--- config.mk ---
export PLATFORM = sky130hd
export DESIGN_NAME = edge_capture_pair
export DESIGN_NICKNAME = d
export VERILOG_FILES = /design/src/rtl/capt_pkg.sv /design/src/rtl/capt_rst_sync.sv /design/src/rtl/capt_sync.sv /design/src/rtl/capt_edge.sv /design/src/rtl/capt_seq.sv /design/src/rtl/edge_capture_pair.sv
export SDC_FILE = /design/constraint.sdc
export NUM_CORES = 1
export LEC_CHECK = 0
export BUFFER_PORTS_ARGS = -buffer_cell sky130_fd_sc_hd__buf_4
export CORE_MARGIN = 5
export CORE_UTILIZATION = 40
export DETAILED_ROUTE_END_ITERATION = 8
export PLACE_DENSITY_LB_ADDON = 0.08
export SLEW_MARGIN = 20
export SYNTH_ARGS = -nofsm -noshare
export SYNTH_HDL_FRONTEND = slang
export SYNTH_SLANG_ARGS = --single-unit
--- constraint.sdc ---
create_clock -name clk -period 2.35 [get_ports clk]
set_input_delay 0.47 -clock clk [delete_from_list [all_inputs] [get_ports clk]]
set_output_delay 0.47 -clock clk [all_outputs]
set_load 0.1 [all_outputs]
--- src/rtl/capt_pkg.sv ---
package capt_pkg;
  typedef enum logic [1:0] {
    EDGE_OFF  = 2'd0,
    EDGE_RISE = 2'd1,
    EDGE_FALL = 2'd2,
    EDGE_ANY  = 2'd3
  } edge_mode_e;

  typedef enum logic [1:0] {
    ST_IDLE = 2'd0,
    ST_HALF = 2'd1,
    ST_DONE = 2'd2
  } seq_state_e;

  localparam int unsigned NUM_CAPT = 2;
endpackage

--- src/rtl/capt_rst_sync.sv ---
module capt_rst_sync #(
  parameter int unsigned STAGES = 2
) (
  input  logic clk,
  input  logic arst_n,
  output logic srst_n
);
  logic [STAGES-1:0] chain_q;

  always_ff @(posedge clk or negedge arst_n) begin
    if (!arst_n) chain_q <= '0;
    else         chain_q <= {chain_q[STAGES-2:0], 1'b1};
  end

  assign srst_n = chain_q[STAGES-1];
endmodule

--- src/rtl/capt_sync.sv ---
module capt_sync #(
  parameter int unsigned STAGES = 2
) (
  input  logic clk,
  input  logic rst_n,
  input  logic d_i,
  output logic q_o
);
  logic [STAGES-1:0] stg_q;

  always_ff @(posedge clk or negedge rst_n) begin
    if (!rst_n) stg_q <= '0;
    else        stg_q <= {stg_q[STAGES-2:0], d_i};
  end

  assign q_o = stg_q[STAGES-1];
endmodule

--- src/rtl/capt_edge.sv ---
module capt_edge
  import capt_pkg::*;
(
  input  logic       clk,
  input  logic       rst_n,
  input  logic       lvl_i,
  input  logic [1:0] mode_i,
  input  logic       pin_in_i,
  output logic       evt_o
);
  logic prev_q;
  logic rise, fall, hit;
  edge_mode_e mode;

  always_ff @(posedge clk or negedge rst_n) begin
    if (!rst_n) prev_q <= 1'b0;
    else        prev_q <= lvl_i;
  end

  assign rise = lvl_i & ~prev_q;
  assign fall = ~lvl_i & prev_q;
  assign mode = edge_mode_e'(mode_i);

  always_comb begin
    unique case (mode)
      EDGE_RISE: hit = rise;
      EDGE_FALL: hit = fall;
      EDGE_ANY:  hit = rise | fall;
      default:   hit = 1'b0;
    endcase
  end

  assign evt_o = hit & pin_in_i;
endmodule

--- src/rtl/capt_seq.sv ---
module capt_seq
  import capt_pkg::*;
#(
  parameter int unsigned CNT_W = 32
) (
  input  logic             clk,
  input  logic             rst_n,
  input  logic             evt_i,
  input  logic             second_i,
  input  logic             wr_i,
  input  logic             wdata_i,
  input  logic [CNT_W-1:0] count_i,
  output logic [CNT_W-1:0] cap1_o,
  output logic [CNT_W-1:0] cap2_o,
  output logic             flag_o
);
  seq_state_e st_q, st_d;
  logic flag_q, flag_d;
  logic clr;
  logic [NUM_CAPT-1:0] cap_en;
  logic [CNT_W-1:0] cap_q [NUM_CAPT];

  assign clr = wr_i & wdata_i;

  always_comb begin
    st_d   = st_q;
    flag_d = flag_q;
    cap_en = '0;
    unique case (st_q)
      ST_IDLE: if (evt_i) begin
        cap_en[0] = 1'b1;
        if (second_i) begin
          st_d = ST_HALF;
        end else begin
          st_d   = ST_DONE;
          flag_d = 1'b1;
        end
      end
      ST_HALF: if (evt_i) begin
        cap_en[1] = 1'b1;
        st_d      = ST_DONE;
        flag_d    = 1'b1;
      end
      ST_DONE: if (clr) begin
        st_d   = ST_IDLE;
        flag_d = 1'b0;
      end
      default: st_d = ST_IDLE;
    endcase
  end

  always_ff @(posedge clk or negedge rst_n) begin
    if (!rst_n) begin
      st_q   <= ST_IDLE;
      flag_q <= 1'b0;
    end else begin
      st_q   <= st_d;
      flag_q <= flag_d;
    end
  end

  for (genvar g = 0; g < NUM_CAPT; g++) begin : g_bank
    always_ff @(posedge clk or negedge rst_n) begin
      if (!rst_n)         cap_q[g] <= '0;
      else if (cap_en[g]) cap_q[g] <= count_i;
    end
  end

  assign cap1_o = cap_q[0];
  assign cap2_o = cap_q[1];
  assign flag_o = flag_q;

  AST_FLAG_SRC: assert property (@(posedge clk) disable iff (!rst_n)
    $rose(flag_q) |-> $past(evt_i));
  AST_HALF_NOFLAG: assert property (@(posedge clk) disable iff (!rst_n)
    (st_q == ST_HALF) |-> !flag_q);
  AST_CLR_FLAG: assert property (@(posedge clk) disable iff (!rst_n)
    (flag_q && wr_i && wdata_i) |=> !flag_q);
  AST_DONE_HOLD: assert property (@(posedge clk) disable iff (!rst_n)
    (st_q == ST_DONE) |=> ($stable(cap1_o) && $stable(cap2_o)));
endmodule

--- src/rtl/edge_capture_pair.sv ---
module edge_capture_pair #(
  parameter int unsigned CNT_W       = 32,
  parameter int unsigned SYNC_STAGES = 2,
  parameter int unsigned RST_STAGES  = 2
) (
  input  logic             clk,
  input  logic             rst_n,
  input  logic [CNT_W-1:0] count_i,
  input  logic             evt_pin_i,
  input  logic [1:0]       edge_mode_i,
  input  logic             second_evt_i,
  input  logic             pin_in_i,
  input  logic             irq_en_i,
  input  logic             stat_wr_i,
  input  logic             stat_wdata_i,
  output logic [CNT_W-1:0] capt1_o,
  output logic [CNT_W-1:0] capt2_o,
  output logic             cap_flag_o,
  output logic             irq_o
);
  logic rst_s_n;
  logic lvl;
  logic evt;

  capt_rst_sync #(.STAGES(RST_STAGES)) u_rst (
    .clk    (clk),
    .arst_n (rst_n),
    .srst_n (rst_s_n)
  );

  capt_sync #(.STAGES(SYNC_STAGES)) u_sync (
    .clk   (clk),
    .rst_n (rst_s_n),
    .d_i   (evt_pin_i),
    .q_o   (lvl)
  );

  capt_edge u_edge (
    .clk      (clk),
    .rst_n    (rst_s_n),
    .lvl_i    (lvl),
    .mode_i   (edge_mode_i),
    .pin_in_i (pin_in_i),
    .evt_o    (evt)
  );

  capt_seq #(.CNT_W(CNT_W)) u_seq (
    .clk      (clk),
    .rst_n    (rst_s_n),
    .evt_i    (evt),
    .second_i (second_evt_i),
    .wr_i     (stat_wr_i),
    .wdata_i  (stat_wdata_i),
    .count_i  (count_i),
    .cap1_o   (capt1_o),
    .cap2_o   (capt2_o),
    .flag_o   (cap_flag_o)
  );

  assign irq_o = cap_flag_o & irq_en_i;

  AST_MODE_OFF: assert property (@(posedge clk) disable iff (!rst_s_n)
    (edge_mode_i == 2'd0) |=> ($stable(capt1_o) && $stable(capt2_o)));
  AST_PIN_OUTPUT: assert property (@(posedge clk) disable iff (!rst_s_n)
    !pin_in_i |=> ($stable(capt1_o) && $stable(capt2_o) && !$rose(cap_flag_o)));
  AST_IRQ_GATE: assert property (@(posedge clk) disable iff (!rst_s_n)
    irq_o |-> (irq_en_i && cap_flag_o));
endmodule

Word level (Yosys, flattened, before mapping)

Index checks and enable logic that the tools add are counted.

Bits in registers: 72
Input bits: 42
Output and inout bits: 66
Logic and storage cells: 42

Equality and inequality tests: 9
Muxes and demuxes: 14
Bitwise logic cells: 8
Reductions and logical operators: 4

Operators with widths:

| cell                                                  | count |
|---|---|
| 2-to-1 mux 2 bit                                      | 4 |
| 2-to-1 mux 1 bit                                      | 7 |
| equality test 2 bit, second input constant            | 3 |
| inequality test 2 bit, second input constant          | 3 |
| case mux 1 bit (3 select lines)                       | 2 |
| case mux 2 bit (3 select lines)                       | 1 |
| bitwise AND 1 bit                                     | 5 |
| AND reduction 5 bit                                   | 1 |
| equality test 2 x 1 -> 1 bit, second input constant   | 2 |
| AND reduction 3 bit                                   | 1 |
| nonzero test 3 bit                                    | 1 |
| logical NOT 2 bit                                     | 1 |
| inequality test 2 x 1 -> 1 bit, second input constant | 1 |
| inverter 1 bit                                        | 2 |
| bitwise OR 1 bit                                      | 1 |

Logic depth before layout (Yosys ltp)

Word-level depth: 7
Gate-level depth with buffers: 7

Cells and area by module

A second synthesis with hierarchy kept.

Cell total of the unflattened synthesis: 168
Area, all modules: 2775.2 um^2

By module, submodules not included:

| module            | times used | cells each | area each (um^2) | sequential area each (um^2) |
|---|---|---|---|---|
| capt_seq          | 1          | 152        | 2577.5           | 1676.6 |
| capt_edge         | 1          | 10         | 87.6             | 25.0 |
| capt_rst_sync     | 1          | 3          | 53.8             | 50.0 |
| capt_sync         | 1          | 2          | 50.0             | 50.0 |
| edge_capture_pair | 1          | 1          | 6.3              | 0.0 |

Least setup slack after synthesis

Ideal clock, no wire load.

Kind: register to output
Start: register u_seq.flag_q, in the netlist u_seq.flag_o
End: output irq_o
Arrival time: 1.777 ns
Required time: 1.880 ns
Path slack: 0.103 ns
Stages on the path, launching flop included: 2
Path buffers: 0
Path through: dfrtp_1 > and2_1

Cells in the longest elaborated chain, start to end: 1

Ends and longest elaborated chain:

| what                   | line                    | source |
|---|---|---|
| from (decl)            | capt_seq.sv:18          | `logic flag_q, flag_d;` |
| from (signal assigned) | capt_seq.sv:58          | `flag_q <= flag_d;` |
| bitwise AND 1 bit      | edge_capture_pair.sv:60 | `assign irq_o = cap_flag_o & irq_en_i;` |
| to (decl)              | edge_capture_pair.sv:19 | `output logic irq_o` |

Every way passes these cells.

Worst setup path in the final report

Start: register u_sync.stg_q[1]
End: register u_seq.cap_q (netlist bit u_seq.cap1_o[31])

Cells in the longest elaborated chain, start to end: 7
Elaborated cells between the ends (all ways): 8

Ends and longest elaborated chain:

| what                                | line            | source |
|---|---|---|
| from (decl)                         | capt_sync.sv:9  | `logic [STAGES-1:0] stg_q;` |
| from (signal assigned)              | capt_sync.sv:13 | `else stg_q <= {stg_q[STAGES-2:0], d_i};` |
| inverter 1 bit                      | capt_edge.sv:21 | `assign fall = ~lvl_i & prev_q;` |
| bitwise AND 1 bit                   | capt_edge.sv:21 |  |
| bitwise OR 1 bit                    | capt_edge.sv:28 | `EDGE_ANY: hit = rise \| fall;` |
| case mux 1 bit (3 select lines) (*) | capt_edge.sv:25 | `unique case (mode)` |
| bitwise AND 1 bit (*)               | capt_edge.sv:33 | `assign evt_o = hit & pin_in_i;` |
| 2-to-1 mux 1 bit (*)                | capt_seq.sv:30  | `ST_IDLE: if (evt_i) begin` |
| 2-to-1 mux 1 bit (*)                | capt_seq.sv:29  | `unique case (st_q)` |
| to (signal, indexed assignment)     | capt_seq.sv:65  | `else if (cap_en[g]) cap_q[g] <= count_i;` |
| to (decl)                           | capt_seq.sv:21  | `logic [CNT_W-1:0] cap_q [NUM_CAPT];` |

Mark *: on every way between the ends. The rest lies on a longest branch, timed or not.
A chain may end at the register's enable or synchronous reset.

==> run_results.csv <==
group,metric,value,unit
floorplan,die_h,96.7,um
cts,cts_hold_buffers,1,
synth,synthTopCellsByArea,"dfrtp_1, mux2_4, buf_6",
sta,fmaxAchievable,509,MHz
final_layout,regArea,1800,um^2
cts,cts_made_buffers,9,
floorplan,num_rows,31,
cts,cts_buffer_depth,2,
floorplan,die_w,96.7,um
grt,first_global_vias,1966,
floorplan,start_util,41.2,%
sta,period_share,83.7,%
final_layout,nets,329,
synth,ys_ff_latch,72,
final_layout,stdcell_count,389,
sta,layout_min_cycle_time,1970,ps
final_layout,area_growth,38.8,%
cts,htreeDepth,3,
placed_design,dpl.cell_count,372,
grt,antenna_found_initial,0,
cts,clkSinkCount,72,
final_layout,fill_cells,635,
worst_setup_path,end_kind,"flop",
final_layout,antenna_cells,0,
drt,routedWlPerCell,15.5,um
worst_setup_path,crit_chain,"inv_1, ha_1, nand2b_1, a21oi_4, o21a_4, buf_12, mux2_2",
grt,grt_pass1_wl,9.99,mm
sta,final.setup.tns,0,ps
synth,synth_top_area_share,59.9,%
worst_setup_path,slowest_stage,"dfrtp_1",
placed_design,dp_hpwl,4.32,mm
placed_design,port_buffers,107,
floorplan,core_area,7290,um^2
cts,cts.clk_slew.worst_paths,80,ps
job,max-cap-violations,0,
synth,synth_area_per_cell,18.0,um^2
run_status,outcome,"finished clean",
placed_design,gp_congestion,0.687,
synth,yosysSeqAreaShare,59.9,%
floorplan,num_io_pins,108,
sta,drv_slew,0,
worst_setup_path,arrival,2180,ps
drt,drcViolationCount,0,
sta,skew,9.40,ps
worst_setup_path,cp-start-kind,"flop",
worst_setup_path,worstPathRequired,2560,ps
drt,drt-pass1-iter-count,3,
synth,syn_area,3010,um^2
grt,grt_usage,13.2,%
floorplan,dieArea,9350,um^2
worst_setup_path,cpPeakStageDelay,370,ps
worst_setup_path,path_max_fanout,32,
worst_setup_path,path_class,"reg -> reg",
worst_setup_path,critPathTopFamily,"flip-flops",
synth,syn-num-nets,211,
synth,syn_inst,167,
worst_setup_path,crit_buf_inv,2,
drt,drtIter0Drc,20,
drt,vias,1716,
drt,ant_nets,0,
final_layout,multiInputGateArea,1130,um^2
cts,insertion_delay,330,ps
sta,finalSetupViolations,0,
synth,yosysTopAreaCell,"dfrtp_1",
cts,post-cts-setup-buffers,0,
final_layout,drive_above_1_share,67.6,%
drt,wl,6.04,mm
grt,grt_start_max_net_pins,33,
cts,cts_tree,"done",
grt,grt_overflow,0,
hold_path,min_path_type,"reg -> async",
drt,vias_per_cell,4.41,
sta,finalHoldViolCount,0,
cts,cts-root-buf,"clkbuf_8",
sta,grt_setup_unrepaired,"false",
synth,yosysWarnings,0,
synth,yosysUniqueCellTypes,20,
cts,ctsResizeCount,0,
flip-flops by register name, indices dropped and copies added, names as in the netlist:
register       cells
u_seq.cap2_o      32
u_rst.chain_q      2
u_sync.stg_q       2
u_seq.st_q         2
u_edge.prev_q      1
u_seq.flag_o       1
u_seq.cap1_o      32
final timing paths:
path | slack, ps | cells after the start | from | to
max | 380 | 7 | u_sync.stg_q[1]$_DFF_PN0_ | u_seq.cap1_o[31]$_DFFE_PN0P_
min | 220 | 0 | u_rst.chain_q[1]$_DFF_PN0_ | u_seq.cap2_o[3]$_DFFE_PN0P_
max reg2reg | 380 | 7 | u_sync.stg_q[1]$_DFF_PN0_ | u_seq.cap1_o[31]$_DFFE_PN0P_
min reg2reg | 220 | 0 | u_rst.chain_q[1]$_DFF_PN0_ | u_seq.cap2_o[3]$_DFFE_PN0P_
max in group asynchronous | 1490 | 1 | u_rst.chain_q[1]$_DFF_PN0_ | u_seq.cap2_o[11]$_DFFE_PN0P_
min in group clk | 240 | 1 | evt_pin_i | u_sync.stg_q[0]$_DFF_PN0_
cell families after synthesis:
group,after synthesis,synth area share [%]
compound gates,6,2.33
fa+ha+maj,2,0.832
buf+inv,8,2.50
flops,72,59.9
mux,65,31.8
other cells,1,0.125
simple gates,13,2.50
cell usage in the layout (no fill, tap or decap), types with 3 or more instances in the layout:
| cell | n |
|---|---|
| buf_4 | 109 |
| nand2b_1 | 4 |
| clkinv_4 | 3 |
| dfrtp_1 | 71 |
| mux2_2 | 4 |
| buf_12 | 3 |
| mux2_4 | 60 |
| clkbuf_8 | 9 |
| nand2_1 | 3 |
stage by stage:
stage	util, %	instance area, um^2	hold WS, ps	setup WS [ps]
floorplan	-	3010	174	103
global placement	54.1	3940	237	419
detailed placement	54.1	3940	241	382
CTS	57.2	4170	220	356
global route	57.2	4170	215	271
finish	57.2	4170	215	384
synthesized netlist by cell type:
| master | number |
|---|---|
| nand2b_1 | 4 |
| inv_1 | 2 |
| mux2i_1 | 1 |
| o31ai_1 | 2 |
| a21oi_1 | 1 |
| conb_1 | 1 |
| nor2b_1 | 1 |
| dfrtp_1 | 72 |
| a21oi_4 | 1 |
| nor2_1 | 2 |
| nand2_1 | 3 |
| o21bai_4 | 1 |
| nand4b_1 | 1 |
| and4b_1 | 1 |
| mux2_4 | 60 |
| and2_1 | 1 |
| buf_6 | 6 |
| o21a_4 | 1 |
| mux2_2 | 4 |
| ha_1 | 2 |
cell type report:
cell class                 count  area share [%]
clock buffer                   9            2.97
clock inverter                 7            2.31
inverter                       2           0.180
multi-input combinational     87            27.1
sequential                    72            43.2
tap                           99            2.97
timing repair buffer         113            21.3
per-layer routing:
layer	routed length (um)	GRT usage (%)	share of wire (%)
met4	73	5.18	1.2
met5	0	0	0
met2	2920	21.0	48
met3	423	5.18	7.0
met1	2620	16.1	43
Power is left out: the tool's default activity adds up to more than one toggle a clock period on the data nets, which glitch-free logic cannot reach.
